--- src/rtl/aux_mon_pkg.sv ---
package aux_mon_pkg;
  localparam logic [1:0] ADDR_CTRL  = 2'd0;
  localparam logic [1:0] ADDR_THR   = 2'd1;
  localparam logic [1:0] ADDR_IVL   = 2'd2;
  localparam logic [1:0] ADDR_STAT  = 2'd3;
  localparam logic [1:0] WAKE_SRC   = 2'd3;

  typedef struct packed {
    logic       clk_pwr;
    logic       bias_pwr;
    logic       adc_pwr;
    logic       auto_wake;
    logic       lo_irq_en;
    logic       hi_irq_en;
    logic [1:0] src;
  } ctrl_t;
endpackage

--- src/rtl/aux_mon_pacer.sv ---
module aux_mon_pacer #(
  parameter int IVL_W   = 16,
  parameter int DEF_IVL = 2080
) (
  input  logic             clk,
  input  logic             rst,
  input  logic             load,
  input  logic [IVL_W-1:0] ivl,
  output logic             tick
);
  localparam logic [IVL_W-1:0] START_CNT = IVL_W'(DEF_IVL - 1);

  logic [IVL_W-1:0] cnt;
  logic [IVL_W-1:0] reload;

  assign reload = (ivl == '0) ? IVL_W'(1) : ivl;

  always_ff @(posedge clk) begin
    if (rst) begin
      cnt  <= START_CNT;
      tick <= 1'b0;
    end else begin
      tick <= 1'b0;
      if (load) begin
        cnt <= reload - 1'b1;
      end else if (cnt == '0) begin
        cnt  <= reload - 1'b1;
        tick <= 1'b1;
      end else begin
        cnt <= cnt - 1'b1;
      end
    end
  end
endmodule

--- src/rtl/aux_mon_conv_seq.sv ---
module aux_mon_conv_seq (
  input  logic clk,
  input  logic rst,
  input  logic enable,
  input  logic tick,
  input  logic conv_done,
  output logic conv_start,
  output logic accept
);
  logic busy;

  assign accept = busy & conv_done & enable;

  always_ff @(posedge clk) begin
    if (rst) begin
      conv_start <= 1'b0;
      busy       <= 1'b0;
    end else begin
      conv_start <= 1'b0;
      if (!enable) begin
        busy <= 1'b0;
      end else if (busy) begin
        if (conv_done) busy <= 1'b0;
      end else if (tick) begin
        conv_start <= 1'b1;
        busy       <= 1'b1;
      end
    end
  end

  p_single_start_r2: assert property (@(posedge clk) disable iff (rst)
    conv_start |=> !conv_start);
  p_start_powered_r3: assert property (@(posedge clk) disable iff (rst)
    conv_start |-> $past(enable));
endmodule

--- src/rtl/aux_mon_crossing.sv ---
module aux_mon_crossing #(
  parameter int DW = 8
) (
  input  logic          clk,
  input  logic          rst,
  input  logic          accept,
  input  logic [DW-1:0] data,
  input  logic [DW-1:0] hi_th,
  input  logic [DW-1:0] lo_th,
  input  logic          clr,
  output logic [DW-1:0] result,
  output logic          above_q,
  output logic          hi_flag,
  output logic          lo_flag
);
  logic below_q;
  logic above_now, below_now;

  assign above_now = data > hi_th;
  assign below_now = data < lo_th;

  always_ff @(posedge clk) begin
    if (rst) begin
      result  <= '0;
      above_q <= 1'b0;
      below_q <= 1'b0;
      hi_flag <= 1'b0;
      lo_flag <= 1'b0;
    end else begin
      if (accept) begin
        result  <= data;
        above_q <= above_now;
        below_q <= below_now;
      end
      hi_flag <= (accept & above_now & ~above_q) | (hi_flag & ~clr);
      lo_flag <= (accept & below_now & ~below_q) | (lo_flag & ~clr);
    end
  end

  p_hi_on_conv_r6: assert property (@(posedge clk) disable iff (rst)
    $rose(hi_flag) |-> $past(accept));
  p_lo_on_conv_r7: assert property (@(posedge clk) disable iff (rst)
    $rose(lo_flag) |-> $past(accept));
  p_clear_r8: assert property (@(posedge clk) disable iff (rst)
    $past(clr && !accept) |-> (!hi_flag && !lo_flag));
endmodule

--- src/rtl/aux_level_monitor.sv ---
module aux_level_monitor #(
  parameter int DW      = 8,
  parameter int IVL_W   = 16,
  parameter int DEF_IVL = 2080
) (
  input  logic          clk,
  input  logic          rst,
  input  logic          wr_en,
  input  logic          rd_en,
  input  logic [1:0]    addr,
  input  logic [2*DW-1:0] wdata,
  output logic [2*DW-1:0] rdata,
  output logic          conv_start,
  output logic [1:0]    conv_src,
  input  logic          conv_done,
  input  logic [DW-1:0] conv_data,
  output logic          irq,
  output logic          wake_req
);
  import aux_mon_pkg::*;

  localparam int BUS_W = 2 * DW;

  ctrl_t            ctrl_q;
  logic [DW-1:0]    hi_q, lo_q;
  logic [IVL_W-1:0] ivl_q;
  logic             powered;
  logic             wr_ivl, rd_stat;
  logic [IVL_W-1:0] pacer_ivl;
  logic             tick, accept;
  logic [DW-1:0]    result;
  logic             above_q, hi_flag, lo_flag;

  assign powered   = ctrl_q.clk_pwr & ctrl_q.bias_pwr & ctrl_q.adc_pwr;
  assign wr_ivl    = wr_en && (addr == ADDR_IVL);
  assign rd_stat   = rd_en && (addr == ADDR_STAT);
  assign pacer_ivl = wr_ivl ? wdata[IVL_W-1:0] : ivl_q;
  assign conv_src  = ctrl_q.src;

  always_ff @(posedge clk) begin
    if (rst) begin
      ctrl_q <= '0;
      hi_q   <= '0;
      lo_q   <= '0;
      ivl_q  <= IVL_W'(DEF_IVL);
    end else if (wr_en) begin
      case (addr)
        ADDR_CTRL: ctrl_q <= ctrl_t'(wdata[7:0]);
        ADDR_THR:  begin
          hi_q <= wdata[BUS_W-1:DW];
          lo_q <= wdata[DW-1:0];
        end
        ADDR_IVL:  ivl_q <= wdata[IVL_W-1:0];
        default:   ;
      endcase
    end
  end

  aux_mon_pacer #(.IVL_W(IVL_W), .DEF_IVL(DEF_IVL)) pacer_i (
    .clk(clk), .rst(rst), .load(wr_ivl), .ivl(pacer_ivl), .tick(tick)
  );

  aux_mon_conv_seq seq_i (
    .clk(clk), .rst(rst), .enable(powered), .tick(tick),
    .conv_done(conv_done), .conv_start(conv_start), .accept(accept)
  );

  aux_mon_crossing #(.DW(DW)) cross_i (
    .clk(clk), .rst(rst), .accept(accept), .data(conv_data),
    .hi_th(hi_q), .lo_th(lo_q), .clr(rd_stat), .result(result),
    .above_q(above_q), .hi_flag(hi_flag), .lo_flag(lo_flag)
  );

  always_ff @(posedge clk) begin
    if (rst) begin
      rdata    <= '0;
      irq      <= 1'b0;
      wake_req <= 1'b0;
    end else begin
      irq      <= (hi_flag & ctrl_q.hi_irq_en) | (lo_flag & ctrl_q.lo_irq_en);
      wake_req <= ctrl_q.auto_wake & (ctrl_q.src == WAKE_SRC) & above_q;
      if (rd_en) begin
        case (addr)
          ADDR_CTRL: rdata <= BUS_W'(ctrl_q);
          ADDR_THR:  rdata <= {hi_q, lo_q};
          ADDR_IVL:  rdata <= BUS_W'(ivl_q);
          default:   rdata <= powered ? BUS_W'({hi_flag, lo_flag, result}) : '0;
        endcase
      end
    end
  end

  p_wake_cfg_r10: assert property (@(posedge clk) disable iff (rst)
    wake_req |-> $past(ctrl_q.auto_wake && ctrl_q.src == WAKE_SRC));
  p_irq_src_r9: assert property (@(posedge clk) disable iff (rst)
    irq |-> $past(hi_flag || lo_flag));
endmodule

--- config.mk ---
export PLATFORM = sky130hd
export DESIGN_NAME = aux_level_monitor
export DESIGN_NICKNAME = d
export VERILOG_FILES = /design/src/rtl/aux_mon_pkg.sv /design/src/rtl/aux_mon_pacer.sv /design/src/rtl/aux_mon_conv_seq.sv /design/src/rtl/aux_mon_crossing.sv /design/src/rtl/aux_level_monitor.sv
export SDC_FILE = /design/constraint.sdc
export NUM_CORES = 1
export LEC_CHECK = 0
export BUFFER_PORTS_ARGS = -buffer_cell sky130_fd_sc_hd__buf_2
export CORE_MARGIN = 4
export CORE_UTILIZATION = 44
export CTS_BUF_LIST = sky130_fd_sc_hd__clkbuf_2
export CTS_CLUSTER_DIAMETER = 30
export DETAILED_ROUTE_END_ITERATION = 8
export SLEW_MARGIN = 0
export SYNTH_ARGS = -nofsm -noshare
export SYNTH_HDL_FRONTEND = slang
export SYNTH_SLANG_ARGS = --single-unit
--- constraint.sdc ---
create_clock -name clk -period 3.55 [get_ports clk]
set_input_delay 0.71 -clock clk [delete_from_list [all_inputs] [get_ports clk]]
set_output_delay 0.71 -clock clk [all_outputs]
set_load 0.005 [all_outputs]
# Word level (Yosys, flattened, before mapping)
# Cells that the tools add are included.
# word_totals
reg_bits	89
in_bits	31
output_inout_bits	21
word_cells	72
# op_classes
addsub	2
order_cmp	2
eq_ne	4
muxes	10
bitwise_logic	21
n_reduce_logical	11
# op_table
cell	n
$mux W16	4
$pmux W16 S3	1
$logic_not A16 Y1	2
$sub A16 B1 Y16 const B	2
$and A1 B1 Y1	14
$mux W10	1
$gt A8 B8 Y1	1
$lt A8 B8 Y1	1
$eq A2 B2 Y1 const B	3
$reduce_and A2 Y1	3
$mux W1	4
$not A1 Y1	4
$reduce_or A2 Y1	2
$or A1 B1 Y1	3
$reduce_or A3 Y1	1
$eq A2 B1 Y1 const B	1
$logic_and A1 B1 Y1	2
$logic_not A2 Y1	1

# Depth between registers and ports, before layout
# depth
depth_word	8
depth_mapped	14
depth_no_buf	11

# By module
# Synthesis repeated with hierarchy kept, for this count alone.
# hier_totals
hier_cells	507
hier_area_um2	4596.9
# by_module_without_submodules
mod	n_inst	cells_per_inst	area_each_um2	seq_area_each_um2
aux_level_monitor	1	265	2521.2	1161.1
aux_mon_pacer	1	141	1176.1	340.3
aux_mon_crossing	1	93	813.3	240.2
aux_mon_conv_seq	1	8	86.3	40.0

# Worst setup path before layout
# Ideal clock, no wire load.
# synth_path
path_kind	in2reg
start	in addr[1]
end	reg pacer_i.cnt[10]
setup_time_ps	86
arrival_time_ps	2813
t_required_ps	3464
setup_slack_ps	651
cell_stages	12
path_buffers	1
cell_sequence	buf_4 nand3b_4 mux2_2 and2_1 a41oi_1 ha_1 nor3b_1 nand3_1 nand2_1 nand3_1 xnor2_1 a211oi_1
# synth_via
elab_chain_len	8
# synth_rtl
element	line_no	source
start: declaration	aux_level_monitor.sv:10	input logic [1:0] addr,
$eq A2 B2 Y1 (*)	aux_level_monitor.sv:35	assign wr_ivl = wr_en && (addr == ADDR_IVL);
$logic_and A1 B1 Y1 (*)	aux_level_monitor.sv:35	
$mux W16	aux_level_monitor.sv:37	assign pacer_ivl = wr_ivl ? wdata[IVL_W-1:0] : ivl_q;
$logic_not A16 Y1	aux_mon_pacer.sv:16	assign reload = (ivl == '0) ? IVL_W'(1) : ivl;
$mux W16	aux_mon_pacer.sv:16	
$sub A16 B1 Y16	aux_mon_pacer.sv:25, aux_mon_pacer.sv:27	
$mux W16	aux_mon_pacer.sv:26	end else if (cnt == '0) begin
$mux W16 (*)	aux_mon_pacer.sv:24	if (load) begin
end signal: assignment	aux_mon_pacer.sv:25	cnt <= reload - 1'b1;
end signal: assignment	aux_mon_pacer.sv:27	cnt <= reload - 1'b1;
end signal: assignment	aux_mon_pacer.sv:30	cnt <= cnt - 1'b1;
end: declaration	aux_mon_pacer.sv:13	logic [IVL_W-1:0] cnt;
# Mark *: on every way between the ends. The rest lies on a longest branch, timed or not.
# A chain may end at the register's enable or synchronous reset.

# Worst setup path in the final report
# layout_path
start	in addr[0]
end	reg pacer_i.cnt[14]
# The elaborated chain is that of the path after synthesis.

==> flow_summary_export.csv <==
group,metric,value,unit
die,die_w,110.2,microns
cells_and_area,nets,633,
place,place_congestion,0.9243,
sta,clock_skew,0.03722,ns
sta,finalSetupTns,0,ns
yosys,synth_top_cell_by_area,"dfxtp_1",
clock_tree,cts_max_level,3,
global_routing,grt_pass1_vias,3896,
yosys,ys_warn_count,0,
yosys,yosysSeqAreaShare,38.79,%
yosys,synth_cell_types,57,
critical_path,crit_required,4.06,ns
die,coreArea,0.01023,sq mm
clock_tree,cts_tree,"yes",
yosys,synthCells,547,
place,hpwl,9.390,mm
cells_and_area,syn2layout_area_growth,9.452,%
yosys,ys.flop_type,"dfxtp_1",
pwr,ir_drop,0.1554,mV
global_routing,overflow,0,
global_routing,grt_max_degree,48,
pwr,p_per_area,360.7,mW/mm^2
min_path,hold_class,"in -> reg",
die,rows,37,
route,routed_wirelength,12.45,mm
yosys,yosysMostFrequentCell,"dfxtp_1",
clock_tree,cts_buffer_depth,2,
critical_path,worstSetupPathType,"in -> reg",
die,start_util,44.89,%
yosys,synth_commonest_cells,"dfxtp_1 (89), nor2_1 (74), nand2_1 (64)",
die,pin_count,52,
cells_and_area,fill_cells,1063,
route,drc,0,
yosys,netlist_area,0.004593,sq mm
sta,max_slew.worst_pin.slew,0.7400,ns
place,placed_area,0.004937,sq mm
route,avgViaCountPerCell,5.548,
yosys,synth_fp_nets,596,
pwr,swShare,31.29,%
critical_path,critPathArrivalTime,3.18,ns
die,fp.dieH,110.2,microns
cells_and_area,diodes,0,
yosys,synth_seq_cells,89,
global_routing,antenna_found_initial,0,
critical_path,cp_max_fo,12,
pwr,p_switching,0.5674,mW
sta,period_needed,2.665,ns
cells_and_area,utilization,49.14,%
sta,maxSlewViolCount,0,
global_routing,grt.met1_usage,29.76,%
pwr,clkPwrFrac,25.4,%
sta,finalHoldViolCount,0,
place,port_buffers,51,
cells_and_area,fin_area,0.005027,sq mm
critical_path,critical_path.startpoint_type,"input port",
yosys,synth_area_leaders,"dfxtp_1 (39%), nor2_1 (6.0%), mux2i_1 (5.9%)",
route,vias,4022,
route,first_iter_violations,293,
route,drt_pass1_iterations,4,
clock_tree,numCtsBuffers,9,
pwr,p_leak,2.018,nW
clock_tree,clk_pin_slew,0.26,ns
sta,setup_slack,0.8847,ns
yosys,synth_edf_count,0,
sta,finalSetupViolCount,0,
die,die_area,0.01214,sq mm
clock_tree,hold_buffers,0,
global_routing,met3_usage,4.426,%
clock_tree,cts_setup_buffers,0,
global_routing,grt_pass1_wl,20.11,mm
place,pre_cts_slack,0.2907,ns
clock_tree,cts_resized,0,
route,avgRoutedWirePerCell,17.18,microns
cells_and_area,drive_gt1_share,15.96,%
global_routing,grt.busiest_layer,"met2",
critical_path,endpoint_kind,"flop",
clock_tree,insertion_delay,0.57,ns
run_status,status,"complete, no violations",
sta,finalCritPeriodShare,75.08,%
route,final_antenna_net_count,0,
sta,max_freq,375.2,MHz
pwr,p_seq_share,59.1,%
clock_tree,cts_sinks,89,
yosys,async_flop_share,0,%
pwr,power.share.combinational,15.5,%
global_routing,gr-usage-met2,33.67,%
run,cap_viol_max_count,0,
global_routing,grt_use_total,21.52,%
yosys,synth_top_area_share,38.79,%
sta,grt_setup_unrepaired,"false",
pwr,p_int,1.246,mW
clock_tree,cts_root_buf,"clkbuf_2",
sta,slew_headroom,50.52,%
yosys,syn_area_per_cell,8.397,sq um
-- cells by family after synthesis --
| family | count (synthesis) | synth area share (%) |
|---|---|---|
| AO/OA/AOI/OAI | 115 | 16.32 |
| XOR/XNOR | 20 | 3.814 |
| adder cells (fa/ha/maj) | 18 | 4.903 |
| buffers and inverters | 53 | 4.958 |
| flip-flops | 89 | 38.79 |
| multiplexers | 32 | 7.191 |
| AND/OR/NAND/NOR | 220 | 24.03 |
-- area by class of cell --
cell class	instances	area, sq um	share of cell area (%)
Multi-Input combinational cell	405	2584	51.39
Sequential cell	89	1782	35.44
Timing Repair Buffer	62	337.8	6.720
Tap cell	136	170.2	3.385
Inverter	17	63.81	1.269
Clock buffer	9	45.04	0.8960
Clock inverter	7	45.04	0.8960
-- worst paths after layout --
| kind | slack [ns] | start | cells past startpoint | to |
|---|---|---|---|---|
| worst max-delay path | 0.88 | addr[0] | 12 | pacer_i.cnt[14] |
| worst max register to register | 0.90 | ivl_q[2] | 11 | pacer_i.cnt[14] |
| worst min register to register | 0.47 | cross_i.result[1] | 2 | cross_i.result[1] |
| worst min-delay path | 0.37 | conv_data[0] | 3 | cross_i.result[0] |
-- layout by cell type, fill, tap and decap left out, types with 3 or more instances in the layout --
cell type,n
nand3b_1,3
clkbuf_2,9
nand4_1,5
buf_4,11
mux2_2,3
and3_1,3
nor2b_1,6
a22oi_1,9
mux2i_1,27
a21oi_1,50
a311oi_1,3
nor2_1,74
nand3_1,14
o21ai_0,5
a2111oi_0,8
inv_1,17
nand2_1,64
o21a_1,3
o22ai_1,9
ha_1,18
nand2b_1,8
a211o_1,4
dfxtp_1,89
nor3_1,11
nor4_1,8
nor3b_1,3
xnor2_1,12
a211oi_1,13
nor4_2,5
xor2_1,8
clkinv_2,3
buf_2,51
-- power groups by stage --
stage | sequential [mW] | combinational (mW) | clock [mW]
floorplan | 1.08 | 0.187 | 0
global placement | 1.09 | 0.274 | 0
detailed placement | 1.09 | 0.279 | 0
CTS | 1.07 | 0.281 | 0.480
global route | 1.08 | 0.314 | 0.529
finish | 1.07 | 0.281 | 0.461
-- critical path, stage by stage --
cell and delay (ns):
buf_2 0.12, nand3b_4 0.26, mux2_2 0.35, and2_1 0.19
a41oi_1 0.26, ha_1 0.25, nor3b_1 0.28, nand3_1 0.11
nand2_1 0.17, nand3_1 0.11, xnor2_1 0.15, a211oi_1 0.21
-- sequential cells by signal (all words and copies together) (netlist names) --
| register | cells |
|---|---|
| ctrl_q | 6 |
| lo_q | 8 |
| conv_src | 2 |
| pacer_i.cnt | 16 |
| rdata | 16 |
| hi_q | 8 |
| seq_i.conv_start | 1 |
| irq | 1 |
| cross_i.result | 8 |
| cross_i.below_q | 1 |
| cross_i.lo_flag | 1 |
| pacer_i.tick | 1 |
| wake_req | 1 |
| cross_i.hi_flag | 1 |
| cross_i.above_q | 1 |
| ivl_q | 16 |
| seq_i.busy | 1 |
-- stage by stage --
step	hold slack [ns]	std cells	power, mW
after global placement	0.4446	709	1.363
after global routing	0.2867	725	1.920
final	0.3700	725	1.813
after detailed placement	0.4504	709	1.369
after floorplan	0.4363	547	1.269
after CTS	0.3324	725	1.832
-- routing by layer --
layer  up-vias  wire length, microns
li1       2005                     -
met1      1915                  5937
met2        87                  5734
met3        15                   585
met4         0                   197
met5         -                     0
Note: power is estimated with default switching activity, not from simulation.
